`config.mk`:
```
export PLATFORM = sky130hd
export DESIGN_NAME = mpx_serial_tx
export DESIGN_NICKNAME = d
export VERILOG_FILES = /design/src/rtl/mpx_tx_pkg.sv /design/src/rtl/mpx_tx_regs.sv /design/src/rtl/mpx_tx_seq.sv /design/src/rtl/mpx_tx_irq.sv /design/src/rtl/mpx_serial_tx.sv
export SDC_FILE = /design/constraint.sdc
export NUM_CORES = 1
export LEC_CHECK = 0
export BUFFER_PORTS_ARGS = -buffer_cell sky130_fd_sc_hd__buf_4
export CAP_MARGIN = 20
export CORE_UTILIZATION = 55
export DETAILED_ROUTE_END_ITERATION = 16
export MAX_ROUTING_LAYER = met4
export PLACE_DENSITY = 0.75
export SLEW_MARGIN = 20
export SYNTH_ARGS = -nofsm -noshare
export SYNTH_HDL_FRONTEND = slang
export SYNTH_SLANG_ARGS = --single-unit
```
`constraint.sdc`:
```
create_clock -name clk -period 2.89 [get_ports clk]
set_input_delay 0.1445 -clock clk [delete_from_list [all_inputs] [get_ports clk]]
set_output_delay 0.1445 -clock clk [all_outputs]
set_load 0.02 [all_outputs]
```
`src/rtl/mpx_tx_pkg.sv`:
```
`timescale 1ns/1ps
package mpx_tx_pkg;

  // register map
  localparam int ADDR_DATA = 0;
  localparam int ADDR_CFG  = 1;
  localparam int ADDR_IE   = 2;

  // interrupt channel indices
  localparam int IRQ_EMPTY = 0;
  localparam int IRQ_END   = 1;
  localparam int IRQ_N     = 2;

  typedef enum logic [2:0] {
    ST_IDLE,
    ST_START,
    ST_DATA,
    ST_FLAG,
    ST_STOP1,
    ST_STOP2
  } tx_state_e;

  // bit 2: flag bit value, bit 1: two stop bits, bit 0: short (7-bit) data
  typedef struct packed {
    logic flag_val;
    logic two_stop;
    logic short_len;
  } frame_cfg_t;

endpackage

```
`src/rtl/mpx_tx_regs.sv`:
```
`timescale 1ns/1ps
module mpx_tx_regs
  import mpx_tx_pkg::*;
#(
  parameter int DATA_W = 8,
  parameter int ADDR_W = 2
) (
  input  logic              clk,
  input  logic              rst,
  input  logic              wr_en,
  input  logic [ADDR_W-1:0] wr_addr,
  input  logic [DATA_W-1:0] wr_data,
  input  logic              xfer,
  input  logic              set_end,
  output logic [DATA_W-1:0] hold_q,
  output frame_cfg_t        cfg_q,
  output logic [IRQ_N-1:0]  ie_q,
  output logic              buf_empty,
  output logic              tx_end
);

  logic wr_data_sel;
  logic wr_cfg_sel;
  logic wr_ie_sel;

  always_comb begin
    wr_data_sel = wr_en && (wr_addr == ADDR_W'(ADDR_DATA));
    wr_cfg_sel  = wr_en && (wr_addr == ADDR_W'(ADDR_CFG));
    wr_ie_sel   = wr_en && (wr_addr == ADDR_W'(ADDR_IE));
  end

  always_ff @(posedge clk) begin
    if (rst) begin
      hold_q <= '0;
    end else if (wr_data_sel) begin
      hold_q <= wr_data;
    end
  end

  always_ff @(posedge clk) begin
    if (rst) begin
      cfg_q <= '0;
      ie_q  <= '0;
    end else begin
      if (wr_cfg_sel) cfg_q <= frame_cfg_t'(wr_data[2:0]);
      if (wr_ie_sel)  ie_q  <= wr_data[IRQ_N-1:0];
    end
  end

  // a software write takes priority over transmitter updates
  always_ff @(posedge clk) begin
    if (rst) begin
      buf_empty <= 1'b1;
      tx_end    <= 1'b1;
    end else if (wr_data_sel) begin
      buf_empty <= 1'b0;
      tx_end    <= 1'b0;
    end else begin
      if (xfer)    buf_empty <= 1'b1;
      if (set_end) tx_end    <= 1'b1;
    end
  end

endmodule

```
`src/rtl/mpx_tx_seq.sv`:
```
`timescale 1ns/1ps
module mpx_tx_seq
  import mpx_tx_pkg::*;
#(
  parameter int DATA_W = 8
) (
  input  logic              clk,
  input  logic              rst,
  input  logic              tick,
  input  logic              buf_empty,
  input  logic [DATA_W-1:0] hold_q,
  input  frame_cfg_t        cfg_in,
  output logic              xfer,
  output logic              set_end,
  output logic              txd
);

  localparam int CNT_W = $clog2(DATA_W + 1);

  tx_state_e         state;
  logic [DATA_W-1:0] shreg;
  logic [CNT_W-1:0]  bit_cnt;
  logic [CNT_W-1:0]  nbits;
  frame_cfg_t        cur;
  logic              chain;
  logic              last_stop;
  logic              txd_q;

  always_comb begin
    nbits     = cur.short_len ? CNT_W'(DATA_W - 1) : CNT_W'(DATA_W);
    last_stop = (state == ST_STOP2) || (state == ST_STOP1 && !cur.two_stop);
    xfer      = tick && !buf_empty && (state == ST_IDLE || state == ST_FLAG);
    set_end   = tick && buf_empty && (state == ST_FLAG);
  end

  always_ff @(posedge clk) begin
    if (rst) begin
      state   <= ST_IDLE;
      txd_q   <= 1'b1;
      shreg   <= '0;
      bit_cnt <= '0;
      cur     <= '0;
      chain   <= 1'b0;
    end else if (tick) begin
      case (state)
        ST_IDLE: begin
          if (!buf_empty) begin
            shreg <= hold_q;
            cur   <= cfg_in;
            txd_q <= 1'b0;
            state <= ST_START;
          end else begin
            txd_q <= 1'b1;
          end
        end
        ST_START: begin
          txd_q   <= shreg[0];
          shreg   <= shreg >> 1;
          bit_cnt <= CNT_W'(1);
          state   <= ST_DATA;
        end
        ST_DATA: begin
          if (bit_cnt == nbits) begin
            txd_q <= cur.flag_val;
            state <= ST_FLAG;
          end else begin
            txd_q   <= shreg[0];
            shreg   <= shreg >> 1;
            bit_cnt <= bit_cnt + 1'b1;
          end
        end
        ST_FLAG: begin
          txd_q <= 1'b1;
          state <= ST_STOP1;
          if (!buf_empty) begin
            shreg <= hold_q;
            chain <= 1'b1;
          end else begin
            chain <= 1'b0;
          end
        end
        ST_STOP1, ST_STOP2: begin
          if (!last_stop) begin
            txd_q <= 1'b1;
            state <= ST_STOP2;
          end else if (chain) begin
            cur   <= cfg_in;
            chain <= 1'b0;
            txd_q <= 1'b0;
            state <= ST_START;
          end else begin
            txd_q <= 1'b1;
            state <= ST_IDLE;
          end
        end
        default: begin
          txd_q <= 1'b1;
          state <= ST_IDLE;
        end
      endcase
    end
  end

  assign txd = txd_q;

endmodule

```
`src/rtl/mpx_tx_irq.sv`:
```
`timescale 1ns/1ps
module mpx_tx_irq #(
  parameter int N = 2
) (
  input  logic         clk,
  input  logic         rst,
  input  logic [N-1:0] en,
  input  logic [N-1:0] flag,
  output logic [N-1:0] irq
);

  for (genvar i = 0; i < N; i++) begin : g_irq
    always_ff @(posedge clk) begin
      if (rst) irq[i] <= 1'b0;
      else     irq[i] <= en[i] & flag[i];
    end
  end

endmodule

```
`src/rtl/mpx_serial_tx.sv`:
```
`timescale 1ns/1ps
module mpx_serial_tx
  import mpx_tx_pkg::*;
#(
  parameter int DATA_W = 8,
  parameter int ADDR_W = 2
) (
  input  logic              clk,
  input  logic              rst,
  input  logic              wr_en,
  input  logic [ADDR_W-1:0] wr_addr,
  input  logic [DATA_W-1:0] wr_data,
  input  logic              baud_tick,
  output logic              txd,
  output logic              buf_empty,
  output logic              tx_end,
  output logic              irq_empty,
  output logic              irq_end
);

  logic [DATA_W-1:0] hold_q;
  frame_cfg_t        cfg_q;
  logic [IRQ_N-1:0]  ie_q;
  logic [IRQ_N-1:0]  irq_flags;
  logic [IRQ_N-1:0]  irq_q;
  logic              xfer;
  logic              set_end;

  mpx_tx_regs #(.DATA_W(DATA_W), .ADDR_W(ADDR_W)) regs_i (
    .clk       (clk),
    .rst       (rst),
    .wr_en     (wr_en),
    .wr_addr   (wr_addr),
    .wr_data   (wr_data),
    .xfer      (xfer),
    .set_end   (set_end),
    .hold_q    (hold_q),
    .cfg_q     (cfg_q),
    .ie_q      (ie_q),
    .buf_empty (buf_empty),
    .tx_end    (tx_end)
  );

  mpx_tx_seq #(.DATA_W(DATA_W)) seq_i (
    .clk       (clk),
    .rst       (rst),
    .tick      (baud_tick),
    .buf_empty (buf_empty),
    .hold_q    (hold_q),
    .cfg_in    (cfg_q),
    .xfer      (xfer),
    .set_end   (set_end),
    .txd       (txd)
  );

  always_comb begin
    irq_flags            = '0;
    irq_flags[IRQ_EMPTY] = buf_empty;
    irq_flags[IRQ_END]   = tx_end;
  end

  mpx_tx_irq #(.N(IRQ_N)) irq_i (
    .clk  (clk),
    .rst  (rst),
    .en   (ie_q),
    .flag (irq_flags),
    .irq  (irq_q)
  );

  assign irq_empty = irq_q[IRQ_EMPTY];
  assign irq_end   = irq_q[IRQ_END];

endmodule

```
---- Yosys cells after proc, flatten, opt, wreduce, memory -nomap -nowiden ----
Cells that the tools add are included.
operators by class
  $add $sub $neg .......................... 1
  eq/ne operators ......................... 14
  reduce and logical (&&, ||, !) cells .... 27
  bitwise gates (word level) .............. 2
  multiplexer cells ....................... 27
operators by type and width
  cell                 number
  $pmux 8 s3           1
  $mux 3               6
  $mux 8               2
  $pmux 3 s5           1
  $mux 1               11
  $reduce_bool 2->1    5
  $reduce_and 3->1     3
  $logic_and 1x1->1    8
  $mux 4               2
  $pmux 4 s2           1
  $eq 3x2->1 const B   2
  $eq 3x3->1 const B   2
  $ne 2x1->1 const B   3
  $ne 2x2->1 const B   3
  $pmux 3 s2           1
  $reduce_and 5->1     1
  $add 4x1->4 const B  1
  $eq 4x4->1           1
  $pmux 1 s4           1
  $reduce_and 4->1     1
  $reduce_or 2->1      2
  $eq 3x1->1 const B   1
  $logic_not 3->1      1
  $reduce_bool 3->1    1
  7 further kinds      10
storage, ports and cells
  output and inout port bits .............. 5
  register bits after elaboration ......... 37

---- Logic depth before layout (Yosys ltp) ----
  word-level depth ........................ 5
  depth in mapped cells ................... 6
  gate-level depth less buffers ........... 4

---- Cells and area by module ----
From an unflattened synthesis, not the netlist that was laid out.
unflattened totals
  cells, all modules ...................... 205
  area, all modules ....................... 2,013.2 µm²
modules (own cells, without submodules)
  module       cells each  instances  area each (µm²)
  mpx_tx_seq   140         1          1,316.3
  mpx_tx_regs  61          1          639.4
  mpx_tx_irq   4           1          57.6

---- Worst setup path before layout ----
No wires, ideal clock.
  path kind ............................... reg2reg
  start point ............................. reg seq_i.state[1]
  end point ............................... reg seq_i.shreg[0]
  arrival time ............................ 1.279 ns
  cell stages (with the launch flop) ...... 7
  required time ........................... 2.818 ns
  library setup time ...................... 0.072 ns
  slack ................................... 1.540 ns
  cell sequence ........................... dfxtp_1 > buf_6 > or2_2 > o211ai_1 > a21o_1 > buf_6 > mux2i_1
between the ends
  word-level cells in the longest chain between the ends .. 4
RTL lines
  item                                                                     RTL line          source
  start: declaration                                                       mpx_tx_seq.sv:20  tx_state_e state;
  start signal: assignment                                                 mpx_tx_seq.sv:38  state <= ST_IDLE;
  start signal: assignment                                                 mpx_tx_seq.sv:51  state <= ST_START;
  start signal: assignment                                                 mpx_tx_seq.sv:60  state <= ST_DATA;
  $eq 3x2->1 / $logic_not 3->1 (equally long branches)                     mpx_tx_seq.sv:45  case (state)
  $reduce_or 2->1 (no source line)                                         --
  $ne 2x2->1 (no source line) / $reduce_bool 3->1 (equally long branches)  --
  $reduce_and 4->1 (no source line)                                        --
  end signal: assignment                                                   mpx_tx_seq.sv:48  shreg <= hold_q;
  end signal: assignment                                                   mpx_tx_seq.sv:58  shreg <= shreg >> 1;
  end signal: assignment                                                   mpx_tx_seq.sv:68  shreg <= shreg >> 1;
  end: declaration                                                         mpx_tx_seq.sv:21  logic [DATA_W-1:0] shreg;
Parallel ways exist; a longest one is shown, timed or not.
A chain may end at the register's enable or synchronous reset.

---- Worst setup path in the final report ----
  start point ............................. reg seq_i.state[2]
  end point ............................... reg seq_i.shreg[2]
Same word-level chain as after synthesis.

==> flow_metrics.py <==
metrics = {
    "sta": {
        "timing.final.crit_period_ns": 2.01,
        "rsz0062_at_grt": "no",
        "slew_headroom_pct": 40.1,
        "tns_ns": 0,
        "tightestPinTransition_ns": 0.897,
        "worst_slack_ns": 0.875,
        "maxSlewViolCount": 0,
        "skew_ns": 0.00296,
        "setup_viol": 0,
        "hold_viol_final": 0,
        "post-route-period-util_pct": 69.7,
        "clock.fmax_ghz": 0.496,
    },
    "synthesis": {
        "async_reset_ff_share_pct": 0,
        "synth_cells": 208,
        "synth_area_sq_mm": 0.00189,
        "synth_ff_type": "dfxtp_1",
        "seq_area_frac_synth_pct": 39.3,
        "ys.warnings.count": 0,
        "synth-seq-cells": 37,
        "ys_top_cells_by_count": "37 x dfxtp_1, 22 x mux2i_1, 17 x nor2_1, 14 x o21ai_0, 13 x nand2_1",
        "syn_nets": 223,
        "synth-edff-count": 0,
        "yosysTopAreaCellShare_pct": 39.3,
        "postSynthAreaPerCell_sq_um": 9.07,
        "synth_most_common_cell": "dfxtp_1",
        "yosysTopAreaCell": "dfxtp_1",
        "yosys-top-cells-area": "dfxtp_1 39%, mux2i_1 12%, nor3b_1 4.0%",
        "synth.distinct_cells": 51,
    },
    "floorplanning": {
        "die-area_sq_mm": 0.00367,
        "die_x_microns": 60.6,
        "die_h_microns": 60.6,
        "core.rowCount": 20,
        "ios": 19,
        "fp.coreArea_sq_mm": 0.00315,
        "start_util_pct": 59.8,
    },
    "drt": {
        "wl_microns": 3880,
        "wl_met3_microns": 117,
        "drt-met1-wl_microns": 1760,
        "drt_pre_antenna_iters": 4,
        "top_layer": "met4",
        "wire_per_inst_microns": 14.7,
        "drcViolationCount": 0,
        "ant_nets": 0,
        "vias_per_cell": 5.92,
        "drtIter0Drc": 57,
        "wl_met2_microns": 1960,
        "via_count": 1562,
    },
    "placement": {
        "place_inst": 256,
        "port_buffers": 18,
        "hpwl_microns": 2790,
        "place.gp.congestion": 0.876,
        "post-place-ws_ns": 0.898,
    },
    "critical_path": {
        "crit_required_ns": 3.16,
        "arrival_ns": 2.29,
        "critPathKind": "reg2reg",
        "worst_path_max_delay_cell": "dfxtp_1",
        "worstPathCellList": "and2b_2 -> o211ai_1 -> a21o_1 -> mux2i_1",
        "path_max_fanout": 30,
        "start_kind": "flip-flop",
        "critPathMaxStageDelay_ns": 0.92,
        "end_kind": "flip-flop",
        "cp_num_buf_inv": 0,
        "critical-path-top-delay-family": "flip-flops",
    },
    "layout": {
        "fin_nets": 234,
        "drive_gt1_share_pct": 18.6,
        "fin_util_pct": 65.1,
        "stdcell_count": 264,
        "fillers": 290,
        "synthToLayoutAreaGrowth_pct": 8.75,
        "antenna_cells": 0,
        "ff_latch_area_sq_um": 741,
        "multiInputGateArea_sq_mm": 0.00104,
    },
    "cts": {
        "cts_setup_buffers": 0,
        "tritoncts": "done",
        "cts_resized": 0,
        "clock_latency_ns": 0.34,
        "cts-root-buf": "clkbuf_4",
        "htree_levels": 2,
        "numCtsBuffers": 5,
        "cts_hold_buf": 0,
        "cts.clk_slew.worst_paths_ns": 0.11,
        "clock-sinks": 37,
        "clockBufferDepth": 2,
    },
    "power_and_ir_drop": {
        "total_power_mw": 0.984,
        "ir_worst_vdd_v": 0.000273,
        "power_density_mw_per_mm2": 479,
        "leakage_nw": 0.842,
    },
    "global_routing": {
        "grt_usage_pct": 24.3,
        "antenna_found_initial": 0,
        "grt_pass1_wl_microns": 6330,
        "grt_pass1_vias": 1457,
        "grt_overflow": 0,
        "grt_max_degree": 31,
    },
    "status": {
        "status": "completed",
    },
    "min_path": {
        "min_path_type": "in2reg",
    },
    "run": {
        "cap_violations": 0,
    },
}
==> routing by layer <==
metal  vias to the layer above  track usage (%)
met4                         0             9.09
met5                         -                -
met3                         6             6.61
li1                        774                -
met2                        28             40.5
met1                       754             27.7
==> state kept, by name, indices dropped and copies added (netlist names) <==
| signal | flops |
|---|---|
| seq_i.shreg | 8 |
| seq_i.state | 3 |
| regs_i.buf_empty | 1 |
| regs_i.ie_q | 2 |
| regs_i.hold_q | 8 |
| seq_i.chain | 1 |
| regs_i.tx_end | 1 |
| seq_i.cur | 3 |
| seq_i.bit_cnt | 4 |
| irq_i.irq | 2 |
| regs_i.cfg_q | 3 |
| seq_i.txd | 1 |
==> final cells by class <==
| type | count | share of cell area (%) |
|---|---|---|
| Multi-Input combinational cell | 149 | 50.5 |
| Clock inverter | 2 | 0.488 |
| Sequential cell | 37 | 36.1 |
| Inverter | 7 | 1.28 |
| Tap cell | 44 | 2.68 |
| Timing Repair Buffer | 19 | 6.95 |
| Clock buffer | 6 | 2.01 |
==> cells in the final DEF (no fill, tap or decap), types with 2 or more instances in the layout <==
master	netlist	layout
nand2b_1	2	2
nand4_1	4	4
nor2b_1	2	2
a21oi_1	9	9
dfxtp_1	37	37
nor3_1	3	3
o21ai_0	14	14
nand2_1	13	13
and4bb_2	2	2
nor3b_1	10	9
a2bb2oi_1	2	2
clkbuf_4	0	5
mux2i_1	22	22
nand3b_1	2	2
inv_1	6	6
o21a_1	7	7
clkinv_2	0	2
a21o_1	2	2
nor2_1	17	17
buf_4	1	19
and3_1	2	2
a31o_2	2	2
o31ai_1	4	4
nand3_1	6	6
==> path summary, 6_finish.rpt <==
path | startpoint | endpoint | slack, ns | cells past startpoint
setup / recovery | seq_i.state[2] | seq_i.shreg[2] | 0.88 | 4
hold / removal | wr_data[3] | regs_i.hold_q[3] | 0.04 | 3
setup reg to reg | seq_i.state[2] | seq_i.shreg[2] | 0.88 | 4
hold reg to reg | seq_i.shreg[5] | seq_i.shreg[5] | 0.48 | 2
==> cell families after synthesis <==
group / count (synthesis) / share of synthesized area (%)
DFF: 37 / 39.3
adders and majority gates: 1 / 0.663
and+or+nand+nor: 70 / 21.2
xor gates and xnor gates: 1 / 0.862
buffers and inverters: 22 / 6.10
AOI/OAI and AO/OA: 55 / 20.2
muxes: 22 / 11.7
==> power by group <==
part / internal, mW / total [mW] / switching, mW
Combinational: 0.0708 / 0.165 / 0.0942
Sequential: 0.527 / 0.556 / 0.0282
Clock: 0.0927 / 0.263 / 0.170
Total: 0.691 / 0.984 / 0.293
==> stage by stage <==
step	cell area, sq um	hold slack [ns]
after floorplan	1890	0.288
after global routing	2050	0.0241
after global placement	2000	0.380
after detailed placement	2000	0.399
final	2050	0.0412
after CTS	2050	0.0284
==> worst min-delay path, delay by kind of cell <==
| kind | cells | cell delay [ns] |
|---|---|---|
| buf+inv | 1 | 0.08 |
| simple gates | 1 | 0.08 |
| mux | 1 | 0.05 |
(Power assumes the default switching activity.)
